<file path="src/rtl/skip_pkg.sv">
package skip_pkg;
  localparam int CODE_W = 5;

  // Fixed code points; device pairs start at DEV_BASE, two codes per device
  localparam logic [CODE_W-1:0] CODE_NONE     = 5'd0;
  localparam logic [CODE_W-1:0] CODE_ACC_ZERO = 5'd1;
  localparam logic [CODE_W-1:0] CODE_ACC_NZ   = 5'd2;
  localparam logic [CODE_W-1:0] CODE_ACC_NEG  = 5'd3;
  localparam logic [CODE_W-1:0] CODE_LINK_0   = 5'd4;
  localparam logic [CODE_W-1:0] CODE_LINK_1   = 5'd5;
  localparam logic [CODE_W-1:0] CODE_DISP_OFF = 5'd6;
  localparam int DEV_BASE = 8;

  typedef struct packed {
    logic load;  // register the program counter this edge
    logic skip;  // add the extra step
  } pcStrobe_t;
endpackage

</file>
<file path="src/rtl/skip_cond.sv">
module skip_cond
  import skip_pkg::*;
#(
  parameter int WORD_W  = 16,
  parameter int NUM_DEV = 6
) (
  input  logic              clk,
  input  logic              rstN,
  input  logic              execEn,
  input  logic [CODE_W-1:0] skipCode,
  input  logic [WORD_W-1:0] acc,
  input  logic              link,
  input  logic [NUM_DEV-1:0] devReady,
  input  logic              dispRunning,
  output pcStrobe_t         strobe
);
  localparam int NUM_CODES = 1 << CODE_W;
  localparam int DEV_END   = DEV_BASE + 2 * NUM_DEV;

  logic [NUM_CODES-1:0] condVec;
  logic [NUM_DEV-1:0]   devTrue;
  logic [NUM_DEV-1:0]   devFalse;

  genvar g;
  generate
    for (g = 0; g < NUM_DEV; g++) begin : g_dev
      assign devTrue[g]  = devReady[g];
      assign devFalse[g] = ~devReady[g];
    end
  endgenerate

  always_comb begin
    condVec = '0;
    condVec[CODE_ACC_ZERO] = (acc == '0);
    condVec[CODE_ACC_NZ]   = (acc != '0);
    condVec[CODE_ACC_NEG]  = acc[WORD_W-1];
    condVec[CODE_LINK_0]   = ~link;
    condVec[CODE_LINK_1]   = link;
    condVec[CODE_DISP_OFF] = ~dispRunning;
    for (int d = 0; d < NUM_DEV; d++) begin
      condVec[DEV_BASE + 2*d]     = devTrue[d];
      condVec[DEV_BASE + 2*d + 1] = devFalse[d];
    end
  end

  assign strobe.skip = condVec[skipCode];
  assign strobe.load = execEn;

  // accumulator zero pair
  a_r2_acc_zero: assert property (@(posedge clk) disable iff (!rstN)
    (skipCode == CODE_ACC_ZERO && acc == '0) |-> strobe.skip);
  a_r2_acc_nz: assert property (@(posedge clk) disable iff (!rstN)
    (skipCode == CODE_ACC_NZ && acc == '0) |-> !strobe.skip);
  // sign test ignores the low bits
  a_r3_acc_pos: assert property (@(posedge clk) disable iff (!rstN)
    (skipCode == CODE_ACC_NEG && !acc[WORD_W-1]) |-> !strobe.skip);
  // link pair
  a_r4_link: assert property (@(posedge clk) disable iff (!rstN)
    (skipCode == CODE_LINK_1 && link) |-> strobe.skip);
  // running display suppresses the idle skip
  a_r6_disp: assert property (@(posedge clk) disable iff (!rstN)
    (skipCode == CODE_DISP_OFF && dispRunning) |-> !strobe.skip);
  // unknown codes stay quiet
  a_r7_unknown: assert property (@(posedge clk) disable iff (!rstN)
    (skipCode == CODE_NONE || skipCode == 5'd7 || int'(skipCode) >= DEV_END)
    |-> !strobe.skip);
endmodule

</file>
<file path="src/rtl/pc_path.sv">
module pc_path
  import skip_pkg::*;
#(
  parameter int WORD_W = 16
) (
  input  logic              clk,
  input  logic              rstN,
  input  pcStrobe_t         strobe,
  input  logic [WORD_W-1:0] pcIn,
  output logic [WORD_W-1:0] pcOut
);
  logic [WORD_W-1:0] pcNext;

  assign pcNext = pcIn + WORD_W'(strobe.skip);

  always_ff @(posedge clk or negedge rstN) begin
    if (!rstN)            pcOut <= '0;
    else if (strobe.load) pcOut <= pcNext;
  end

  // disabled edge holds the counter
  a_r9_hold: assert property (@(posedge clk) disable iff (!rstN)
    !strobe.load |=> $stable(pcOut));
  // no skip passes pcIn straight through
  a_r8_step: assert property (@(posedge clk) disable iff (!rstN)
    (strobe.load && !strobe.skip) |=> pcOut == $past(pcIn));
  // skip from the top of the word wraps to zero
  a_r8_wrap: assert property (@(posedge clk) disable iff (!rstN)
    (strobe.load && strobe.skip && pcIn == '1) |=> pcOut == '0);
endmodule

</file>
<file path="src/rtl/skip_unit.sv">
module skip_unit
  import skip_pkg::*;
#(
  parameter int WORD_W  = 16,
  parameter int NUM_DEV = 6
) (
  input  logic               clk,
  input  logic               rstN,
  input  logic               execEn,
  input  logic [CODE_W-1:0]  skipCode,
  input  logic [WORD_W-1:0]  acc,
  input  logic               link,
  input  logic [NUM_DEV-1:0] devReady,
  input  logic               dispRunning,
  input  logic [WORD_W-1:0]  pcIn,
  output logic               skipReq,
  output logic [WORD_W-1:0]  pcOut
);
  pcStrobe_t strobe;

  skip_cond #(.WORD_W(WORD_W), .NUM_DEV(NUM_DEV)) u_cond (
    .clk(clk), .rstN(rstN), .execEn(execEn), .skipCode(skipCode),
    .acc(acc), .link(link), .devReady(devReady),
    .dispRunning(dispRunning), .strobe(strobe)
  );

  pc_path #(.WORD_W(WORD_W)) u_path (
    .clk(clk), .rstN(rstN), .strobe(strobe), .pcIn(pcIn), .pcOut(pcOut)
  );

  assign skipReq = strobe.skip;
endmodule

</file>
<file path="config.mk">
export PLATFORM = sky130hd
export DESIGN_NAME = skip_unit
export DESIGN_NICKNAME = d
export VERILOG_FILES = /design/src/rtl/skip_pkg.sv /design/src/rtl/skip_cond.sv /design/src/rtl/pc_path.sv /design/src/rtl/skip_unit.sv
export SDC_FILE = /design/constraint.sdc
export NUM_CORES = 1
export LEC_CHECK = 0
export ABC_CLOCK_PERIOD_IN_PS = 1190
export BUFFER_PORTS_ARGS = -buffer_cell sky130_fd_sc_hd__buf_2
export CAP_MARGIN = 30
export CORE_UTILIZATION = 42
export CTS_CLUSTER_DIAMETER = 200
export DETAILED_ROUTE_END_ITERATION = 12
export GPL_TIMING_DRIVEN = 0
export PLACE_DENSITY = 0.89
export SLEW_MARGIN = 20
export SYNTH_ARGS = -nofsm -noshare
export SYNTH_HDL_FRONTEND = slang
export SYNTH_SLANG_ARGS = --single-unit
</file>
<file path="constraint.sdc">
create_clock -name clk -period 1.19 [get_ports clk]
set_clock_uncertainty 0.05 [all_clocks]
set_input_delay 0.0595 -clock clk [delete_from_list [all_inputs] [get_ports clk]]
set_output_delay 0.0595 -clock clk [all_outputs]
set_load 0.005 [all_outputs]
</file>
# After elaboration in Yosys (flattened, before gate mapping)
# Index checks and enable logic that the tools add are counted.
[op_classes] div=0 n_lt_le_gt_ge=1 mul=0 eq_ne=0 bitwise=8 shifts=0 addsub=1 reduce_logical=2 n_mux=2
[ops] cell="adder 16 x 1 -> 16 bit" n=1
[ops] cell="logical NOT 16 bit" n=1
[ops] cell="nonzero test 16 bit" n=1
[ops] cell="NOT 1 bit" n=8
[ops] cell="less-than comparator 5 x 6 -> 1 bit, second input constant" n=1
[ops] cell="binary-select mux 1 bit (select 5 bit)" n=1
[ops] cell="two-way mux 1 bit" n=1
[word_totals] elab_cells=15 out_inout_bits=17 reg_bits=16 n_memories=0 ram_bits=0 mem_bits_ro=0 in_bits=48 latchBits=0

# Depth between registers and ports, before layout
# Gate-level depths: netlist of run 1.
[depth] word_depth=4 depth_mapped=10 mapped_depth_nobuf=10

# Modules after synthesis
# Synthesis of run 1 repeated with hierarchy kept, for this count alone.
[hier_totals] hier_cells=128 hier_area_um2=1162.4
[modules_own_cells] module="pc_path" cells_per_inst=105 area_each_um2=982.2 n_inst=1
[modules_own_cells] module="skip_cond" cells_per_inst=23 area_each_um2=180.2 n_inst=1

# Least setup slack after synthesis of run 1
# No wires, ideal clock.
[synth_path] path_type="input -> register" start="in skipCode[1]" end="reg u_path.pcOut[12]" path_buffers=0 arrival_ns=2.049 required_time_ns=1.006 stages=10 slack_ns=-1.043 path_cell_list="mux4_2 o32ai_1 nand2_1 a22oi_1 ha_1 ha_1 inv_1 nor4_1 xnor2_1 a21oi_1"
[synth_between] elab_chain_len=3
[synth_rtl] element="start, declared" line_no="skip_unit.sv:10" rtl="input logic [CODE_W-1:0] skipCode,"
[synth_rtl] element="binary-select mux 1 bit (select 5 bit)" line_no="skip_cond.sv:46" rtl="assign strobe.skip = condVec[skipCode];"
[synth_rtl] element="two-way mux 1 bit (not written as such)" line_no="skip_cond.sv:46"
[synth_rtl] element="net skipReq" line_no="skip_unit.sv:16" rtl="output logic skipReq,"
[synth_rtl] element="adder 16 x 1 -> 16 bit" line_no="pc_path.sv:14" rtl="assign pcNext = pcIn + WORD_W'(strobe.skip);"
[synth_rtl] element="end signal, assigned" line_no="pc_path.sv:18" rtl="else if (strobe.load) pcOut <= pcNext;"
[synth_rtl] element="end, declared" line_no="pc_path.sv:10" rtl="output logic [WORD_W-1:0] pcOut"
# The timed path passes the listed nets, and every way through them passes these cells. The select of a mux whose other input is x is not followed.
# A chain may end at the register's enable or synchronous reset.

# Worst setup path in the final report of run 1
[layout_path] start="in skipCode[1]" end="reg u_path.pcOut[10]"
[layout_between] elab_chain_len=3
[layout_rtl] element="binary-select mux 1 bit (select 5 bit)" line_no="skip_cond.sv:46"
[layout_rtl] element="two-way mux 1 bit (not written as such)" line_no="skip_cond.sv:46"
[layout_rtl] element="adder 16 x 1 -> 16 bit" line_no="pc_path.sv:14"
# Every way passes these cells. The select of a mux whose other input is x is not followed.

==> results.md, run 1 <==
- The run finished, with violations left.
- The checks that failed: negative setup slack.
- The number of antenna diodes in the final layout is 0.
- After floorplanning, the core was divided into 17 placement rows.
- The clock input transition at the sequential cells of the worst setup and hold paths is 0.09 ns.
- The number of nets in the finished design is ~250.
- Wires add up to ~3600 um.
- For this run, the share of the core covered by cells in the final layout is 0.728.
- The final max-slew violation count is 0.
- Of all nets on the critical path, the largest fanout is 4.
- The post-placement setup slack is -1.24 ns.
- The first global-routing pass estimated approximately 5300 um of wire.
- The slack of the critical path is -0.832 ns.
- Counting every sink on the clock net gives 16.
- The wire length per cell after detailed routing is around 16 um.
- The HPWL after detailed placement is 2270 um.
- The part of the Yosys area used for sequential elements is 0.377.
- The post-route non-filler standard cell count is 221.
- The area overhead of the layout relative to synthesis is 57.4%.
- Yosys printed 0 warnings.
- The post-synthesis instance area is 1060 um2.
- The register with the most flip-flops is u_path.pcOut.
- The detail route stage leaves a number of antenna-violating nets equal to 0.
- By area the synthesized netlist is led by sky130_fd_sc_hd__dfrtp_1 (38%), sky130_fd_sc_hd__nor2_1 (6.7%), sky130_fd_sc_hd__xnor2_1 (6.6%), sky130_fd_sc_hd__a21oi_1 (5.2%), sky130_fd_sc_hd__mux2_2 (4.2%).
- The internal power of the cells is 0.962 mW.
- The switching power of the nets is between 0.4 and 0.5 mW.
- The total vias in the final route is ~1300.
- The share of synthesized area in the top cell type comes to 0.377.
- The data required time at the worst endpoint is 1.30 ns.
- TritonCTS built the clock tree.
- The minimum clock period is 2.02 ns.
- The largest registers in the layout are u_path.pcOut: 16 flops.
- The slew of the pin with the lowest slew margin is about 0.47 ns.
- Clock tree synthesis inserted a total of 3 buffers.
- Of the total power, the share spent switching nets is 0.316.
- The number of fill cells is ~160.
- The via count of the first global-routing pass was about 1200.
- The count of unresolved DRC violations after routing is 0.
- The starting density of the core is 0.462.
- The die boundary height is approximately 52 um.
- Measured along the x axis, the die boundary spans roughly 52 um.
- The routing usage on met2 is 0.475.
- The commonest non-fill, non-tap cell in the layout is sky130_fd_sc_hd__buf_2.
- After synthesis, the mean cell area works out to 9.00 um2.
- The power density over the cells is 841 nW/um2.
- In this run the worst hold path is classified as input port to register.
- The congestion estimate from routability-driven global placement came to roughly 0.83.
- The critical path launch point type is an input port.
- For met3 alone, demand over resource in global routing was 0.0290.
- The number of iterations in the first detailed-routing pass is 4.
- In the layout the commonest cells are sky130_fd_sc_hd__buf_2 (63), sky130_fd_sc_hd__nor2_1 (16), sky130_fd_sc_hd__dfrtp_1 (16).
- For the worst-skew pair, the clock arrives at the later sink with an insertion delay of a little under 0.3 ns.
- In the routed layout, each cell is associated on average with a via count of ~5.8.
- The worst slew margin relative to its limit is 0.685.
- In the final layout, flip-flops and latches occupy 400 um2.
- For met1 alone, demand over resource in global routing was 0.297.
- The clock passes through at most 2 buffers.
- The count of max-cap constraint violations is 0.
- The category of the most critical setup path is input port to register.
- The root buffer cell is sky130_fd_sc_hd__clkbuf_4.
- Setup repair after global routing could not meet its margin everywhere.
- Counting every net in the synthesized netlist gives about 170.
- The floorplan step defined a die boundary enclosing 2730 um2.
- Setup violations remaining at the end of the flow were counted as 17.
- Across every metal layer, demand over resource in global routing totals 0.266.
- The launch point of the worst reg-to-reg path is u_path.pcOut[0]$_DFFE_PN0P_.
- Port buffering added between 60 and 70 buffers.
- The region available for standard cell placement spans around 2300 um2.
- The most critical setup path has its startpoint at skipCode[1].
- For this run, the top clock speed supported by timing is between 400 and 500 MHz.
- CTS built an H-tree with a depth of 1.
- The final cycle utilization of the critical path is 1.70.
- The data arrival time of the worst path is approximately 2.1 ns.
- The worst ir drop on vdd is roughly 0.7 mV.
- The cell count after synthesis came out at roughly 120.
- The number of antenna violations at the first check in global routing is 0.
- The number of library cell types mapped by synthesis is 33.
- The largest area contributor in the netlist is sky130_fd_sc_hd__dfrtp_1.
- In this run, synthesis produced a sequential element count of 16.
- The total instance count after detailed placement is 210.
- The share of total power dissipated in combinational logic is 0.343.
- Of the cells placed in the final design, the portion with a size suffix greater than 1 is 0.528.
- The hold violation count in the final report is 0.
- The first-iteration detailed-routing DRC count is between 40 and 50.
- The worst setup path is captured at a register.
- The flip-flop count of the largest register, all copies and words added is 16.
- For this run the aggregate overflow at the end of global routing stands at 0.
- The most crowded layer after global routing is met2.
- The area used by multi-input combinational logic is 757 um2.
- Entering global routing, the biggest net connects 17 pins.
- The leakage component of the power is roughly 0.76 nW.
- The launch instance of the worst min-delay path is pcIn[15].
- 65 I/O pins were placed.
- Of the total power, registers draw 0.450.
- The share of total power dissipated in the clock network is 0.208.
==> cells by family after synthesis <==
logic type / synth area share
muxes: 0.0730
buffers and inverters: 0.0542
and+or+nand+nor: 0.232
DFF: 0.377
AOI/OAI and AO/OA: 0.150
adders and majority gates: 0.0236
xor gates and xnor gates: 0.0907
==> path summary, 6_finish.rpt <==
check / to / slack (ns) / cells after the start
max in group asynchronous: u_path.pcOut[6]$_DFFE_PN0P_ / 0.68 / 2
min: u_path.pcOut[15]$_DFFE_PN0P_ / 0.001 / 4
min in group asynchronous: u_path.pcOut[15]$_DFFE_PN0P_ / 0.15 / 2
max: u_path.pcOut[10]$_DFFE_PN0P_ / -0.83 / 11
min reg2reg: u_path.pcOut[1]$_DFFE_PN0P_ / 0.46 / 1
max reg2reg: u_path.pcOut[0]$_DFFE_PN0P_ / 0.38 / 1
==> layer usage <==
metal | vias up | routed length, um
li1 | 586 | -
met1 | 623 | 1400
met2 | 73 | 1890
met3 | 9 | 220
met4 | 0 | 109
met5 | - | 0
==> power by group through the flow <==
| stage | logic, mW | registers [mW] | clock network [mW] |
|---|---|---|---|
| 2_1_floorplan | 0.178 | 0.649 | 0 |
| 3_3_place_gp | 0.383 | 0.640 | 0 |
| 3_5_place_dp | 0.399 | 0.642 | 0 |
| 4_1_cts | 0.438 | 0.631 | 0.290 |
| 5_1_grt | 0.521 | 0.637 | 0.315 |
| 6_report | 0.482 | 0.632 | 0.292 |
==> cell usage after synthesis <==
master and instances:
sky130_fd_sc_hd__xnor2_1 8, sky130_fd_sc_hd__inv_1 9, sky130_fd_sc_hd__or4_1 1, sky130_fd_sc_hd__nor3_1 2
sky130_fd_sc_hd__a211oi_1 3, sky130_fd_sc_hd__mux4_2 1, sky130_fd_sc_hd__ha_1 2, sky130_fd_sc_hd__mux2i_1 1
sky130_fd_sc_hd__a22oi_1 2, sky130_fd_sc_hd__a31oi_1 3, sky130_fd_sc_hd__o31ai_1 1, sky130_fd_sc_hd__nand4_2 1
sky130_fd_sc_hd__dfrtp_1 16, sky130_fd_sc_hd__clkbuf_1 1, sky130_fd_sc_hd__nand3_1 4, sky130_fd_sc_hd__buf_6 1
sky130_fd_sc_hd__nor4_2 1, sky130_fd_sc_hd__nand4_1 5, sky130_fd_sc_hd__nand2_1 3, sky130_fd_sc_hd__and4_1 1
sky130_fd_sc_hd__nand3b_1 1, sky130_fd_sc_hd__dlygate4sd1_1 1, sky130_fd_sc_hd__a31o_2 2, sky130_fd_sc_hd__and3_1 1
sky130_fd_sc_hd__mux2_2 4, sky130_fd_sc_hd__o32ai_1 1, sky130_fd_sc_hd__nor2_1 19, sky130_fd_sc_hd__o21ai_0 1
sky130_fd_sc_hd__xor2_1 3, sky130_fd_sc_hd__o22a_1 1, sky130_fd_sc_hd__a21oi_1 11, sky130_fd_sc_hd__nand3_2 1
sky130_fd_sc_hd__nor4_1 6
==> metrics by stage <==
| stage | power [mW] | TNS, ns | instance area (um2) | hold WS, ns |
|---|---|---|---|---|
| global route | 1.47 | -13.24 | 1670 | 0.0117 |
| global placement | 1.02 | -15.58 | 1480 | -0.0666 |
| finish | 1.41 | -11.92 | 1670 | 0.00108 |
| CTS | 1.36 | -9.89 | 1600 | 0.00162 |
| floorplan | 0.827 | -11.37 | 1120 | -0.286 |
| detailed placement | 1.04 | -16.48 | 1480 | -0.0605 |
==> critical path: stages <==
cell	delay, ns
sky130_fd_sc_hd__buf_8	0.09
sky130_fd_sc_hd__mux4_2	0.51
sky130_fd_sc_hd__o32ai_2	0.13
sky130_fd_sc_hd__nand2_1	0.10
sky130_fd_sc_hd__a22oi_2	0.23
sky130_fd_sc_hd__ha_4	0.19
sky130_fd_sc_hd__ha_4	0.16
sky130_fd_sc_hd__inv_4	0.05
sky130_fd_sc_hd__nor4_4	0.30
sky130_fd_sc_hd__xnor2_1	0.21
sky130_fd_sc_hd__a21oi_1	0.10
==> cell type report <==
type	count	area share
tap	28	0.0210
multi-input combinational	90	0.453
sequential	16	0.240
inverter	9	0.0217
clock buffer	3	0.0135
timing repair buffer	72	0.237
buffer	3	0.0142
==> timing repair <==
action	in CTS	in global routing
gates cloned	0	0
hold endpoints to repair	16	0
buffers inserted	5	2
pin swaps	17	15
hold buffers	1	0
resized for setup	13	8
endpoints found under the setup margin	17	17
(Power assumes the default switching activity.)
==> run 2: changes to the inputs <==
- ABC_AREA: not set -> 1
- PLACE_DENSITY: 0.89 -> 0.88
==> run 2 against run 1 <==
- the run still ends with negative setup slack left
- first-iteration DRC count down 2.4%
- non-clock buffer count increased by 5
- critical path depth increased by 7
- largest power group unchanged
- highest routed layer unchanged
==> results.md, run 2 <==
- Outcome: complete, but fails checks (unchanged).
- Failing checks: negative setup slack (unchanged).
- The overall routing resource usage was 0.260 (was 0.266).
- The post-synthesis average cell area is 6.58 um2 (was 9.00 um2).
- The post-synthesis cell count is 177 (was 118).
- The ratio of routed vias to standard cells is 5.07 (was 5.84).
- The cell count of the worst hold path was 3 (was 4).
- The TritonCTS clock tree is done (unchanged).
- The share of synthesized registers carrying an async set or reset came to 1.00 (unchanged).
- The post-placement setup slack is -0.813 ns (was -1.24 ns).
- The setup-violating endpoint count in the final report is 16 (was 17).
- The primary flip-flop cell chosen by synthesis mapping is sky130_fd_sc_hd__dfrtp_1 (unchanged).
- The number of buffers created by CTS is 3 (unchanged).
- The number of library cell types mapped by synthesis is 24 (was 33).
- The critical path launch point type is an input port (unchanged).
- The part of the Yosys area used for sequential elements was 0.344 (was 0.377).
- The data required time at the worst endpoint is 1.38 ns (was 1.30 ns).
- The slew of the pin with the lowest slew margin is 0.465 ns (was 0.473 ns).
- The routability congestion estimate is 0.830 (was 0.831).
- The cell seen most often among critical-path stages is sky130_fd_sc_hd__nand2_1 (was sky130_fd_sc_hd__ha_4).
- The flip-flop count of the largest register, all copies and words added came to 16 (unchanged).
- The antenna cell count is 0 (unchanged).
- The fraction of layout instances using a drive strength above 1 is 0.469 (was 0.528).
- The post-layout instance area is 1900 um2 (was 1670 um2).
- The count of max-cap constraint violations is 0 (unchanged).
- The minimum clock period is 1.74 ns (was 2.02 ns).
- The clock input transition at the sequential cells of the worst setup and hold paths is 0.10 ns (was 0.09 ns).
- The fmax is 573 MHz (was 495 MHz).
- The starting density of the core is 0.458 (was 0.462).
- The hold violation count in the final report is 0 (unchanged).
- The worst ir drop on vdd is 0.553 mV (was 0.701 mV).
- The total vias in the final route was 1461 (was 1291).
- Biggest regs: u_path.pcOut: 16 flops (unchanged).
- The library cell with the highest instance count after synthesis is sky130_fd_sc_hd__nand2_1 (was sky130_fd_sc_hd__nor2_1).
- The depth of the worst register-to-register path came to 2 (was 1).
- The area inside the core boundary is 2540 um2 (was 2300 um2).
- The number of flops mapped to enable cells by yosys is 0 (unchanged).
- The post-synthesis instance area is 1160 um2 (was 1060 um2).
- Most frequent cells after synthesis: sky130_fd_sc_hd__nand2_1 (63), sky130_fd_sc_hd__inv_1 (20), sky130_fd_sc_hd__nor2_1 (17) (was sky130_fd_sc_hd__nor2_1 (19), sky130_fd_sc_hd__dfrtp_1 (16), sky130_fd_sc_hd__a21oi_1 (11)).
- The clock latency of the later-clocked register in the worst-skew pair was 0.29 ns (about the same).
- The final max-slew violation count is 0 (unchanged).
- The wire length per cell after detailed routing is 13.3 um (was 16.4 um).
- The die boundary height is 54.7 um (was 52.3 um).
- The cell area after placement came to 1600 um2 (was 1480 um2).
- The path category of the worst min-delay check is input port to register (unchanged).
- The type of destination of the critical path is a register (unchanged).
- The largest net degree at the start of global routing is 17 (unchanged).
- The biggest cell delay along the critical path is 0.29 ns (was 0.51 ns).
- The number of nets in the finished design is 309 (was 245).
- Critical path, cell by cell: buf_6 -> nor2_4 -> nand2_2 -> nor2_4 -> nand2_1 -> nand2_1 -> nand3_1 -> nand2_1 -> nand2_1 -> nand2_2 -> ha_4 -> buf_6 -> nand3_4 -> nor3_4 -> nand2_2 -> o21bai_1 -> nand3_1 -> nand2_1 (was buf_8 -> mux4_2 -> o32ai_2 -> nand2_1 -> a22oi_2 -> ha_4 -> ha_4 -> inv_4 -> nor4_4 -> xnor2_1 -> a21oi_1).
- The count of unresolved DRC violations after routing came to 0 (unchanged).
- The root buffer cell is sky130_fd_sc_hd__clkbuf_4 (unchanged).
- The HPWL after detailed placement was 2380 um (was 2270 um).
- The slack of the critical path is -0.555 ns (was -0.832 ns).
- The largest area contributor in the netlist is sky130_fd_sc_hd__dfrtp_1 (unchanged).
- The overall overflow remaining after global route is 0 (unchanged).
- The register with the most flip-flops is u_path.pcOut (unchanged).
- The number of I/O port buffers is 64 (unchanged).
- The total I/O pin count is 65 (unchanged).
- The critical-path maximum fanout is 5 (was 4).
- The category of the most critical setup path is input port to register (unchanged).
- The power consumption is 1.46 mW (was 1.41 mW).
- The post-synthesis net count is 227 (was 168).
- The data arrival time of the worst path was 1.93 ns (was 2.13 ns).
- The number of sinks handled by clock tree synthesis came to 16 (unchanged).
- The post-synthesis register bit count came to 16 (unchanged).
- Top cells by area, synth: sky130_fd_sc_hd__dfrtp_1 (34%), sky130_fd_sc_hd__nand2_1 (20%), sky130_fd_sc_hd__inv_1 (6.4%), sky130_fd_sc_hd__xor2_1 (6.0%), sky130_fd_sc_hd__nor2_1 (5.5%) (was sky130_fd_sc_hd__dfrtp_1 (38%), sky130_fd_sc_hd__nor2_1 (6.7%), sky130_fd_sc_hd__xnor2_1 (6.6%), sky130_fd_sc_hd__a21oi_1 (5.2%), sky130_fd_sc_hd__mux2_2 (4.2%)).
- The accumulated negative setup slack is -6.57 ns (was -11.92 ns).
- The routed wire length is 3820 um (was 3630 um).
- The number of antenna violations at the first check in global routing was 0 (unchanged).
- The area overhead of the layout relative to synthesis is 63.4% (was 57.4%).
- The global-route wire length before repair is 5530 um (was 5290 um).
- The share of the synthesized area in the top cell type is 0.344 (was 0.377).
- The via count of the first global-routing pass came to 1383 (was 1205).
- The cell row count is 18 (was 17).
- The leakage component of the power is 1.02 nW (was 0.757 nW).
- Commonest non-fill, non-tap cells in the layout: sky130_fd_sc_hd__buf_2 (57), sky130_fd_sc_hd__nand2_1 (55), sky130_fd_sc_hd__inv_1 (19) (was sky130_fd_sc_hd__buf_2 (63), sky130_fd_sc_hd__nor2_1 (16), sky130_fd_sc_hd__dfrtp_1 (16)).
- The number of iterations in the first detailed-routing pass is 4 (unchanged).
- The commonest non-fill, non-tap cell in the layout is sky130_fd_sc_hd__buf_2 (unchanged).
- The post-route non-filler standard cell count is 288 (was 221).
- Unrepaired setup endpoints after global routing: yes (unchanged).
- The worst slew margin relative to its limit is 0.690 (was 0.685).
- The cell with the biggest individual delay on the critical path is sky130_fd_sc_hd__nor3_4 (was sky130_fd_sc_hd__mux4_2).
- The floorplan die width is 54.7 um (was 52.3 um).
- The antenna violation net count after detailed routing came to 0 (unchanged).
- The first-iteration detailed-routing DRC count is 40 (was 41).
- The synthesis warning total was 0 (unchanged).
- The power density over the cells is 767 nW/um2 (was 841 nW/um2).
- The number of H-tree levels is 1 (unchanged).
- The total instance count after detailed placement is 271 (was 210).
- The worst-case clock buffer depth was 2 (unchanged).
- The die footprint is 2990 um2 (was 2730 um2).
- The final cycle utilization of the critical path is 1.47 (was 1.70).
[run 2: changes by cell type after synthesis, sizes merged, moves of 7 or more]
cell,delta
a21oi,-9
inv,+14
nand2,+63
nand3,+8
nor4,-7
o21ai,+9
xnor2,-8
[run 2: metal layers]
metal / vias to the layer above / share of wire / GRT usage
met4: 0 / 0.043 / 0.124
met2: 62 / 0.55 / 0.506
met5: - / 0 / 0
li1: 718 / - / -
met1: 664 / 0.35 / 0.258
met3: 17 / 0.053 / 0.0472
[run 2: power breakdown]
| part | total (mW) | internal (mW) | switching, mW |
|---|---|---|---|
| Combinational | 0.466 | 0.221 | 0.245 |
| Clock | 0.368 | 0.186 | 0.182 |
| Sequential | 0.624 | 0.597 | 0.0278 |
| Total | 1.46 | 1.00 | 0.455 |
[run 2: what timing repair did]
action                     in CTS  in global routing
hold endpoints to repair       17                  0
pin swaps                      16                 12
gates cloned                    0                  0
resized for setup              20                 25
setup endpoints to repair      15                 16
hold buffers                    2                  0
buffers inserted                8                  3
[run 2: area by class of cell]
cell class	count	area, um2
multi-input cells	135	832
fillers	193	642
repair buffers	77	495
flip-flops and latches	16	400
inverters	23	88.8
well taps	30	37.5
clock buffers	4	36.3
plain buffers	3	12.5
[run 2: final timing paths]
path / to / from / slack, ns
setup / recovery: u_path.pcOut[11]$_DFFE_PN0P_ / acc[13] / -0.55
hold / removal: u_path.pcOut[10]$_DFFE_PN0P_ / pcIn[10] / 0.01
setup reg to reg: u_path.pcOut[4]$_DFFE_PN0P_ / u_path.pcOut[4]$_DFFE_PN0P_ / 0.45
hold reg to reg: u_path.pcOut[13]$_DFFE_PN0P_ / u_path.pcOut[13]$_DFFE_PN0P_ / 0.43
max in group asynchronous: u_path.pcOut[12]$_DFFE_PN0P_ / rstN / 0.68
min in group asynchronous: u_path.pcOut[9]$_DFFE_PN0P_ / rstN / 0.15
[run 2: critical path, delay by kind of cell]
family | cells | cell delay, ns
compound gates | 1 | 0.13
fa+ha+maj | 1 | 0.16
buf+inv | 2 | 0.20
simple gates | 14 | 1.36
[run 2: kinds of logic (layout without fill, tap and decap cells)]
| kind of cell | after synthesis | count (layout) | synth area share |
|---|---|---|---|
| simple gates | 110 | 110 | 0.421 |
| buf+inv | 26 | 107 | 0.0849 |
| flops | 16 | 16 | 0.344 |
| compound gates | 15 | 15 | 0.0687 |
| xor+xnor | 8 | 8 | 0.0602 |
| fa+ha+maj | 2 | 2 | 0.0215 |
[run 2: metrics by stage]
step                 util  hold WS, ns
floorplan               -       -0.286
global placement    0.627      -0.0623
detailed placement  0.627      -0.0617
CTS                 0.700       0.0135
global route        0.748    -0.000637
finish              0.748      0.00980
